<file path="config.mk">
export PLATFORM = sky130hd
export DESIGN_NAME = irq_pend_act_ctrl
export DESIGN_NICKNAME = d
export VERILOG_FILES = /design/src/rtl/irq_trk_pkg.sv /design/src/rtl/irq_edge_det.sv /design/src/rtl/irq_line_state.sv /design/src/rtl/irq_pick.sv /design/src/rtl/irq_pend_act_ctrl.sv
export SDC_FILE = /design/constraint.sdc
export NUM_CORES = 1
export LEC_CHECK = 0
export ABC_AREA = 1
export ABC_CLOCK_PERIOD_IN_PS = 1100
export CORE_UTILIZATION = 37
export DETAILED_ROUTE_END_ITERATION = 7
export MAX_ROUTING_LAYER = met4
export PLACE_DENSITY = 0.75
export RECOVER_POWER = 100
export SLEW_MARGIN = 15
export SYNTH_ARGS = -nofsm -noshare
export SYNTH_HDL_FRONTEND = slang
export SYNTH_SLANG_ARGS = --single-unit
</file>
<file path="constraint.sdc">
create_clock -name clk -period 1.1 [get_ports clk]
set_input_delay 0.11 -clock clk [delete_from_list [all_inputs] [get_ports clk]]
set_output_delay 0.11 -clock clk [all_outputs]
set_load 0.02 [all_outputs]
</file>
<file path="src/rtl/irq_trk_pkg.sv">
package irq_trk_pkg;

  localparam int MAX_LINES = 32;

  // index of the lowest set bit among the first n bits, or -1 when none is set
  function automatic int lowest_set(input logic [MAX_LINES-1:0] v, input int n);
    int r;
    r = -1;
    for (int i = MAX_LINES - 1; i >= 0; i--) begin
      if (i < n && v[i]) r = i;
    end
    return r;
  endfunction

endpackage

</file>
<file path="src/rtl/irq_edge_det.sv">
module irq_edge_det #(
  parameter int NUM_LINES = 8
) (
  input  logic                 clk,
  input  logic                 rst,
  input  logic [NUM_LINES-1:0] lvl,
  output logic [NUM_LINES-1:0] rise
);

  logic [NUM_LINES-1:0] prev_q;

  always_ff @(posedge clk) begin
    if (rst) prev_q <= '0;
    else     prev_q <= lvl;
  end

  assign rise = lvl & ~prev_q;

endmodule

</file>
<file path="src/rtl/irq_line_state.sv">
module irq_line_state #(
  parameter int NUM_LINES = 8,
  localparam int IDX_W    = (NUM_LINES > 1) ? $clog2(NUM_LINES) : 1
) (
  input  logic                 clk,
  input  logic                 rst,
  input  logic [NUM_LINES-1:0] rise,
  input  logic [NUM_LINES-1:0] sw_pend_set,
  input  logic [NUM_LINES-1:0] sw_pend_clr,
  input  logic [NUM_LINES-1:0] sw_en_set,
  input  logic [NUM_LINES-1:0] sw_en_clr,
  input  logic                 take,
  input  logic [IDX_W-1:0]     take_idx,
  input  logic                 ret,
  input  logic [IDX_W-1:0]     ret_idx,
  output logic [NUM_LINES-1:0] pend_q,
  output logic [NUM_LINES-1:0] en_q,
  output logic [NUM_LINES-1:0] act_q,
  output logic [NUM_LINES-1:0] pend_d,
  output logic [NUM_LINES-1:0] en_d,
  output logic [NUM_LINES-1:0] act_d
);

  logic [NUM_LINES-1:0] take_mask;
  logic [NUM_LINES-1:0] ret_mask;

  // one-hot decode of the entered and the returning line
  generate
    for (genvar g = 0; g < NUM_LINES; g++) begin : g_dec
      assign take_mask[g] = take && (take_idx == IDX_W'(g));
      assign ret_mask[g]  = ret  && (ret_idx  == IDX_W'(g));
    end
  endgenerate

  // clears win over every set source; entry removes the pending bit
  assign pend_d = (pend_q | rise | sw_pend_set) & ~sw_pend_clr & ~take_mask;
  assign en_d   = (en_q | sw_en_set) & ~sw_en_clr;
  // return is applied first, so an entry in the same cycle wins
  assign act_d  = (act_q & ~ret_mask) | take_mask;

  always_ff @(posedge clk) begin
    if (rst) begin
      pend_q <= '0;
      en_q   <= '0;
      act_q  <= '0;
    end else begin
      pend_q <= pend_d;
      en_q   <= en_d;
      act_q  <= act_d;
    end
  end

  // a software clear always leaves the bit clear
  p_swclr_wins_r3: assert property (@(posedge clk) disable iff (rst)
    (sw_pend_clr != '0) |=> ((pend_q & $past(sw_pend_clr)) == '0));

  // an enable clear always leaves the bit clear
  p_enclr_wins_r4: assert property (@(posedge clk) disable iff (rst)
    (sw_en_clr != '0) |=> ((en_q & $past(sw_en_clr)) == '0));

  // a rising request without a clear leaves the line pending or entered
  p_rise_latched_r2: assert property (@(posedge clk) disable iff (rst)
    ((rise & ~sw_pend_clr) != '0) |=>
      (((pend_q | act_q) & $past(rise & ~sw_pend_clr)) == $past(rise & ~sw_pend_clr)));

endmodule

</file>
<file path="src/rtl/irq_pick.sv">
module irq_pick
  import irq_trk_pkg::*;
#(
  parameter int NUM_LINES = 8,
  parameter int NMI_LINE  = 7,
  localparam int IDX_W    = (NUM_LINES > 1) ? $clog2(NUM_LINES) : 1
) (
  input  logic [NUM_LINES-1:0] pend,
  input  logic [NUM_LINES-1:0] en,
  input  logic [NUM_LINES-1:0] act,
  output logic                 req,
  output logic [IDX_W-1:0]     idx
);

  localparam logic [NUM_LINES-1:0] NMI_MASK = NUM_LINES'(1) << NMI_LINE;

  logic [NUM_LINES-1:0] elig;
  int                   low;

  assign elig = pend & (en | NMI_MASK);

  always_comb begin
    low = lowest_set(MAX_LINES'(elig), NUM_LINES);
    req = (act == '0) && (elig != '0);
    if (elig[NMI_LINE])  idx = IDX_W'(NMI_LINE);
    else if (low >= 0)   idx = IDX_W'(low);
    else                 idx = '0;
  end

endmodule

</file>
<file path="src/rtl/irq_pend_act_ctrl.sv">
module irq_pend_act_ctrl #(
  parameter int NUM_LINES = 8,
  parameter int NMI_LINE  = 7,
  localparam int IDX_W    = (NUM_LINES > 1) ? $clog2(NUM_LINES) : 1
) (
  input  logic                 clk,
  input  logic                 rst,
  input  logic [NUM_LINES-1:0] irq_lvl,
  input  logic [NUM_LINES-1:0] sw_pend_set,
  input  logic [NUM_LINES-1:0] sw_pend_clr,
  input  logic [NUM_LINES-1:0] sw_en_set,
  input  logic [NUM_LINES-1:0] sw_en_clr,
  input  logic                 cpu_ack,
  input  logic                 cpu_ret,
  input  logic [IDX_W-1:0]     cpu_ret_line,
  output logic                 irq_req,
  output logic [IDX_W-1:0]     irq_line,
  output logic                 entry_pulse,
  output logic [IDX_W-1:0]     status_line,
  output logic [NUM_LINES-1:0] pending,
  output logic [NUM_LINES-1:0] enable,
  output logic [NUM_LINES-1:0] active
);

  logic [NUM_LINES-1:0] rise;
  logic [NUM_LINES-1:0] pend_d, en_d, act_d;
  logic                 take;
  logic                 req_d;
  logic [IDX_W-1:0]     idx_d;
  logic                 req_q, entry_q;
  logic [IDX_W-1:0]     line_q, stat_q;

  // only an acknowledge that meets a live request is an entry
  assign take = cpu_ack && req_q;

  irq_edge_det #(.NUM_LINES(NUM_LINES)) edge_i (
    .clk  (clk),
    .rst  (rst),
    .lvl  (irq_lvl),
    .rise (rise)
  );

  irq_line_state #(.NUM_LINES(NUM_LINES)) state_i (
    .clk         (clk),
    .rst         (rst),
    .rise        (rise),
    .sw_pend_set (sw_pend_set),
    .sw_pend_clr (sw_pend_clr),
    .sw_en_set   (sw_en_set),
    .sw_en_clr   (sw_en_clr),
    .take        (take),
    .take_idx    (line_q),
    .ret         (cpu_ret),
    .ret_idx     (cpu_ret_line),
    .pend_q      (pending),
    .en_q        (enable),
    .act_q       (active),
    .pend_d      (pend_d),
    .en_d        (en_d),
    .act_d       (act_d)
  );

  // selection runs on next-state values so the registered request matches the flags
  irq_pick #(.NUM_LINES(NUM_LINES), .NMI_LINE(NMI_LINE)) pick_i (
    .pend (pend_d),
    .en   (en_d),
    .act  (act_d),
    .req  (req_d),
    .idx  (idx_d)
  );

  always_ff @(posedge clk) begin
    if (rst) begin
      req_q   <= 1'b0;
      line_q  <= '0;
      entry_q <= 1'b0;
      stat_q  <= '0;
    end else begin
      req_q   <= req_d;
      line_q  <= idx_d;
      entry_q <= take;
      if (take) stat_q <= line_q;
    end
  end

  assign irq_req     = req_q;
  assign irq_line    = line_q;
  assign entry_pulse = entry_q;
  assign status_line = stat_q;

  // no request while a handler is active
  p_req_idle_r7: assert property (@(posedge clk) disable iff (rst)
    irq_req |-> (active == '0));

  // the presented line is actually pending
  p_req_line_pending_r7: assert property (@(posedge clk) disable iff (rst)
    irq_req |-> pending[irq_line]);

  // the non-maskable line is presented first
  p_nmi_first_r6: assert property (@(posedge clk) disable iff (rst)
    (irq_req && pending[NMI_LINE]) |-> (irq_line == IDX_W'(NMI_LINE)));

  // entry moves the line from pending to active and reports it
  p_entry_moves_r8: assert property (@(posedge clk) disable iff (rst)
    (cpu_ack && irq_req) |=>
      (active[$past(irq_line)] && !pending[$past(irq_line)] &&
       entry_pulse && status_line == $past(irq_line)));

  // at most one line is active
  p_one_active_r8: assert property (@(posedge clk) disable iff (rst)
    $onehot0(active));

  // an acknowledge without a request produces no entry
  p_ack_ignored_r9: assert property (@(posedge clk) disable iff (rst)
    (cpu_ack && !irq_req) |=> (!entry_pulse && $stable(status_line)));

  // return clears the named active bit unless an entry happens together
  p_return_clears_r10: assert property (@(posedge clk) disable iff (rst)
    (cpu_ret && !(cpu_ack && irq_req)) |=> !active[$past(cpu_ret_line)]);

endmodule

</file>
==> Word-level counts from Yosys, hierarchy flattened <==
Index checks and enable logic that the tools add are counted.
{ "totals": {"register_bits": 40, "in_bits": 47, "out_inout_bits": 32, "word_cells": 70} }
{ "op_classes": {"order_cmp": 1, "n_eq_ne": 14, "n_mux": 10, "bitwise_logic": 15, "n_reduce_logical": 22} }
{ "ops": {"columns": ["cell", "n"], "rows": [
  ["32-bit two-way mux", 8],
  ["8-bit bitwise AND", 6],
  ["8-bit inverter", 5],
  ["32-bit by 1-bit >= comparator with 1-bit output, second input constant", 1],
  ["8-bit OR", 4],
  ["3-bit == test, second input constant", 8],
  ["1-bit logical AND", 18],
  ["3-bit by 2-bit == test with 1-bit output, second input constant", 4],
  ["8-bit logical NOT", 1],
  ["8-bit nonzero test", 1],
  ["3-bit by 1-bit == test with 1-bit output, second input constant", 2],
  ["3-bit logical NOT", 2],
  ["3-bit two-way mux", 2]
]} }

==> Longest topological paths before layout <==
{ "logic_depth": {"depth_word": 18, "depth_mapped": 12, "ltp_nobuf": 12} }

==> By module <==
Synthesis repeated with hierarchy kept, for this count alone.
{ "unflattened": {"hier_cells": 269, "hier_area_um2": 1830.5} }
{ "by_module_without_submodules": {"columns": ["module", "instances", "cells_each", "area_each_um2", "seq_area_each_um2"], "rows": [
  ["irq_line_state", 1, 169, 1117.3, 480.5],
  ["irq_edge_det", 1, 33, 281.5, 160.2],
  ["irq_pend_act_ctrl", 1, 35, 271.5, 160.2],
  ["irq_pick", 1, 32, 160.2, 0.0]
]} }

==> Worst setup path after synthesis <==
No wires, ideal clock.
{ "synth_timing": {"kind": "reg2reg", "startpoint": "register req_q, in the netlist irq_req", "endpoint": "register line_q[2], in the netlist irq_line[2]", "setup_time_ps": 131, "arrival_ps": 1260, "required_ps": 969, "path_slack_ps": -290, "stages_incl_launch_ff": 10, "n_path_buf": 0, "period_less_slack_ps": 1390, "path_cell_list": "dfxtp_1 -> nand2_4 -> nor2_4 -> nand2_1 -> nand4_2 -> nand2_2 -> nor2_4 -> nand2_1 -> nand2_1 -> a21oi_2"} }
{ "synth_via": {"elab_chain_cells": 16, "elab_cells_between_ends": 23, "cone_classes": "order compare: 1; mux: 10; bitwise: 3; reduce/logical: 9"} }
{ "synth_rtl": {"columns": ["item", "line", "rtl"], "rows": [
  ["from (decl)", "irq_pend_act_ctrl.sv:30", "logic req_q, entry_q;"],
  ["from (signal assigned)", "irq_pend_act_ctrl.sv:79", "req_q <= req_d;"],
  ["1-bit logical AND (*)", "irq_pend_act_ctrl.sv:34", "assign take = cpu_ack && req_q;"],
  ["1-bit logical AND", "irq_line_state.sv:30", "assign take_mask[g] = take && (take_idx == IDX_W'(g));"],
  ["8-bit inverter (*)", "irq_line_state.sv:36", "assign pend_d = (pend_q | rise | sw_pend_set) & ~sw_pend_clr & ~take_mask;"],
  ["8-bit bitwise AND (*)", "irq_line_state.sv:36", null],
  ["8-bit bitwise AND (*)", "irq_pick.sv:20", "assign elig = pend & (en | NMI_MASK);"],
  ["32-bit two-way mux (8 in a row)", "irq_trk_pkg.sv:10", "if (i < n && v[i]) r = i;"],
  ["32-bit by 1-bit >= comparator with 1-bit output", "irq_pick.sv:26", "else if (low >= 0) idx = IDX_W'(low);"],
  ["3-bit two-way mux", "irq_pick.sv:26", null],
  ["3-bit two-way mux (*)", "irq_pick.sv:25", "if (elig[NMI_LINE]) idx = IDX_W'(NMI_LINE);"],
  ["to (signal assigned)", "irq_pend_act_ctrl.sv:80", "line_q <= idx_d;"],
  ["to (decl)", "irq_pend_act_ctrl.sv:31", "logic [IDX_W-1:0] line_q, stat_q;"]
]} }
Mark *: on every way between the ends. The rest lies on a longest branch, timed or not.
A chain may end at the register's enable or synchronous reset.

==> Worst setup path after layout <==
Same ends and word-level chain as after synthesis.

==> impl_metrics.yaml <==
cells_and_area:
  final_common_cell: "nor2_1"
  layout_common_cells: "nor2_1 (49), clkdlybuf4s50_1 (43), dfxtp_1 (36)"
  fin_area_sq_um: 2990
  multiInputGateArea_sq_um: 866
  fin_cells: 407
  drive_gt1_frac: 0.251
  seq_area_sq_um: 816
  nets: 401
  area_growth_pct: 75.2
  fillers: 367
  antenna_cells: 0
  finish.utilization: 0.683
sta:
  post-route-period-util: 1.24
  worstMarginPinSlew_ns: 0.467
  max_freq_mhz: 730
  clock_skew_ns: 0.00333
  max_slew_margin: 0.689
  min_period_ns: 1.37
  slew_viol_final: 0
  timing_hold_violations_final: 0
  setup_viol: 7
  holdWs_ns: 0.316
  rsz0062_at_grt: "yes"
  final.setup.worst_slack_ns: -0.269
clock_tree:
  max-clock-path-buffers: 2
  path_clk_slew_ns: 0.07
  worstSkewPairLatency_ns: 0.29
  cts_sinks: 40
  cts_tree: "built"
  cts_buffers: 5
  cts-root-buf: "clkbuf_8"
  cts_max_level: 2
drt:
  wl_met3_microns: 324
  drt-initial-drc-count: 86
  drt-met1-wl_microns: 1980
  viasPerCell: 4.70
  first_pass_iters: 6
  postRouteAntennaNets: 0
  via_count: 1911
  wl_per_cell_microns: 11.5
  wl_met2_microns: 2290
  top_layer: "met4"
  wirelength_microns: 4700
  post-route-drc-count: 0
pwr:
  p_sw_frac: 0.277
  power.internal_mw: 2.66
  ir_worst_vdd_mv: 0.630
  powerDensity_nw_per_um2: 1230
  power_frac_clock: 0.318
  p_sw_mw: 1.02
  leakage_nw: 1.44
  pwr-share-seq: 0.438
  comb_power_share: 0.245
synth:
  synth_area_sq_um: 1710
  yosysUniqueCellTypes: 24
  synth_nets: 282
  synthCells: 235
  avgSynthCellArea_sq_um: 7.27
  synth_seq_area_share: 0.469
  ys_warn_count: 0
  ys_seq_elements: 40
place:
  port_buffers: 78
  post_dp_cell_area_sq_um: 2820
  gp_congestion: 0.848
  place_ws_ns: -0.524
  dp_cells: 396
  place_hpwl_microns: 3580
outcome:
  violations: "negative setup slack"
  outcome: "finished, violations left"
job:
  maxCapViolCount: 0
worst_setup_path:
  cp_top_family: "simple AND/OR/NAND/NOR gates"
  critical_path_required_ns: 1.29
  crit_top_cell: "nand2_2"
  crit_type: "reg -> reg"
  slowest_delay_ns: 0.37
  ff2ff_setup_slack_ns: -0.27
  crit_chain: "nand2_4, nor2_4, nand2_2, nand4_4, nand2_4, nor2_4, nand2_2, nand2_2, a21oi_2"
  worst_path_max_delay_cell: "dfxtp_4"
  cp-end-kind: "flop"
  start_kind: "flop"
  arrival_ns: 1.56
  path_max_fanout: 5
  critPathBufInv: 0
hold_path:
  hp-class: "in -> reg"
global_routing:
  grt_antenna_before_repair: 0
  first_global_vias: 1834
  track_usage: 0.207
  grt_max_degree: 23
  grt_pass1_wl_microns: 7910
  globalRouteOverflowTotal: 0
floorplan:
  num_rows: 24
  die_h_microns: 69.9
  die_area_sq_um: 4890
  floorplan.core_area_sq_um: 4380
  pin_count: 79
  die_width_microns: 69.9
  initial_core_util: 0.390
[worst reg2reg max path, delay by kind of cell (launching register included)]
kind	cells	cell delay [ns]
AO/OA/AOI/OAI	1	0.05
flip-flops	1	0.37
AND/OR/NAND/NOR	8	0.85
[synthesized netlist by cell type]
| cell type | count | share of area |
|---|---|---|
| nand3_2 | 1 | 0.0059 |
| nand4_1 | 2 | 0.0073 |
| a31oi_1 | 1 | 0.0037 |
| nand2_2 | 3 | 0.011 |
| a21oi_1 | 8 | 0.023 |
| o31ai_1 | 3 | 0.013 |
| nand2_1 | 41 | 0.090 |
| nand3_1 | 15 | 0.044 |
| o21ai_0 | 4 | 0.012 |
| nand2_4 | 1 | 0.0066 |
| a22oi_1 | 1 | 0.0044 |
| clkbuf_1 | 3 | 0.0066 |
| buf_1 | 1 | 0.0022 |
| nor3_1 | 9 | 0.026 |
| o21ai_1 | 2 | 0.0059 |
| inv_2 | 2 | 0.0044 |
| nor2_1 | 53 | 0.12 |
| nor2_4 | 2 | 0.013 |
| nand4_2 | 6 | 0.044 |
| dfxtp_1 | 40 | 0.47 |
| o21bai_1 | 1 | 0.0044 |
| inv_1 | 32 | 0.070 |
| nor2_2 | 3 | 0.011 |
| a21oi_2 | 1 | 0.0051 |
[flip-flops by register name, summed over array words and instances (netlist names)]
signal	count
status_line	3
irq_req	1
entry_pulse	1
state_i.act_q	8
state_i.en_q	8
irq_line	3
state_i.pend_q	8
edge_i.prev_q	8
[logic make-up (layout without fill, tap and decap cells)]
group / after synthesis / in the layout / synth area share
AND/OR/NAND/NOR: 136 / 136 / 0.376
flip-flops: 40 / 40 / 0.469
buffers and inverters: 38 / 158 / 0.0835
AO/OA/AOI/OAI: 21 / 21 / 0.0718
[through the flow]
stage	total power, mW	TNS (ns)
3_5_place_dp	2.52	-6.66
2_1_floorplan	2.03	-0.375
6_report	3.67	-1.20
3_3_place_gp	2.51	-6.18
4_1_cts	3.68	-0.990
5_1_grt	3.87	-2.11
[area by class of cell]
class / instances / share of cell area
clock buffer: 6 / 0.0242
inverter: 34 / 0.0426
sequential: 40 / 0.273
timing repair buffer: 116 / 0.338
clock inverter: 2 / 0.0117
multi-input combinational: 157 / 0.289
tap: 52 / 0.0217
[path summary, 6_finish.rpt]
path	from	endpoint	cells after the start
worst max register to register	irq_req	irq_line[2]	9
worst min register to register	status_line[2]	status_line[2]	2
worst min-delay path	cpu_ret_line[0]	state_i.act_q[6]	3
worst max-delay path	irq_req	irq_line[2]	9
[power by group through the flow]
stage                     Combinational, mW  Clock, mW  Sequential (mW)
after floorplan                       0.299          0             1.73
after global placement                0.868          0             1.64
after detailed placement              0.882          0             1.64
after CTS                             0.872       1.20             1.60
after global routing                  0.983       1.27             1.62
final                                 0.899       1.17             1.61
[timing repair]
action                                  4_1_cts  5_1_grt
hold buffers                                  0        0
hold endpoints to repair                      0        0
pin swaps                                     4       10
buffers inserted                              1        2
gates resized for setup                      57       42
endpoints found under the setup margin       39       37
[layer usage]
| metal | GRT usage | up-vias |
|---|---|---|
| met3 | 0.0548 | 13 |
| li1 | - | 983 |
| met2 | 0.337 | 62 |
| met4 | 0.0822 | 0 |
| met1 | 0.243 | 853 |
| met5 | - | - |
Power figures use the tool's default switching activity.
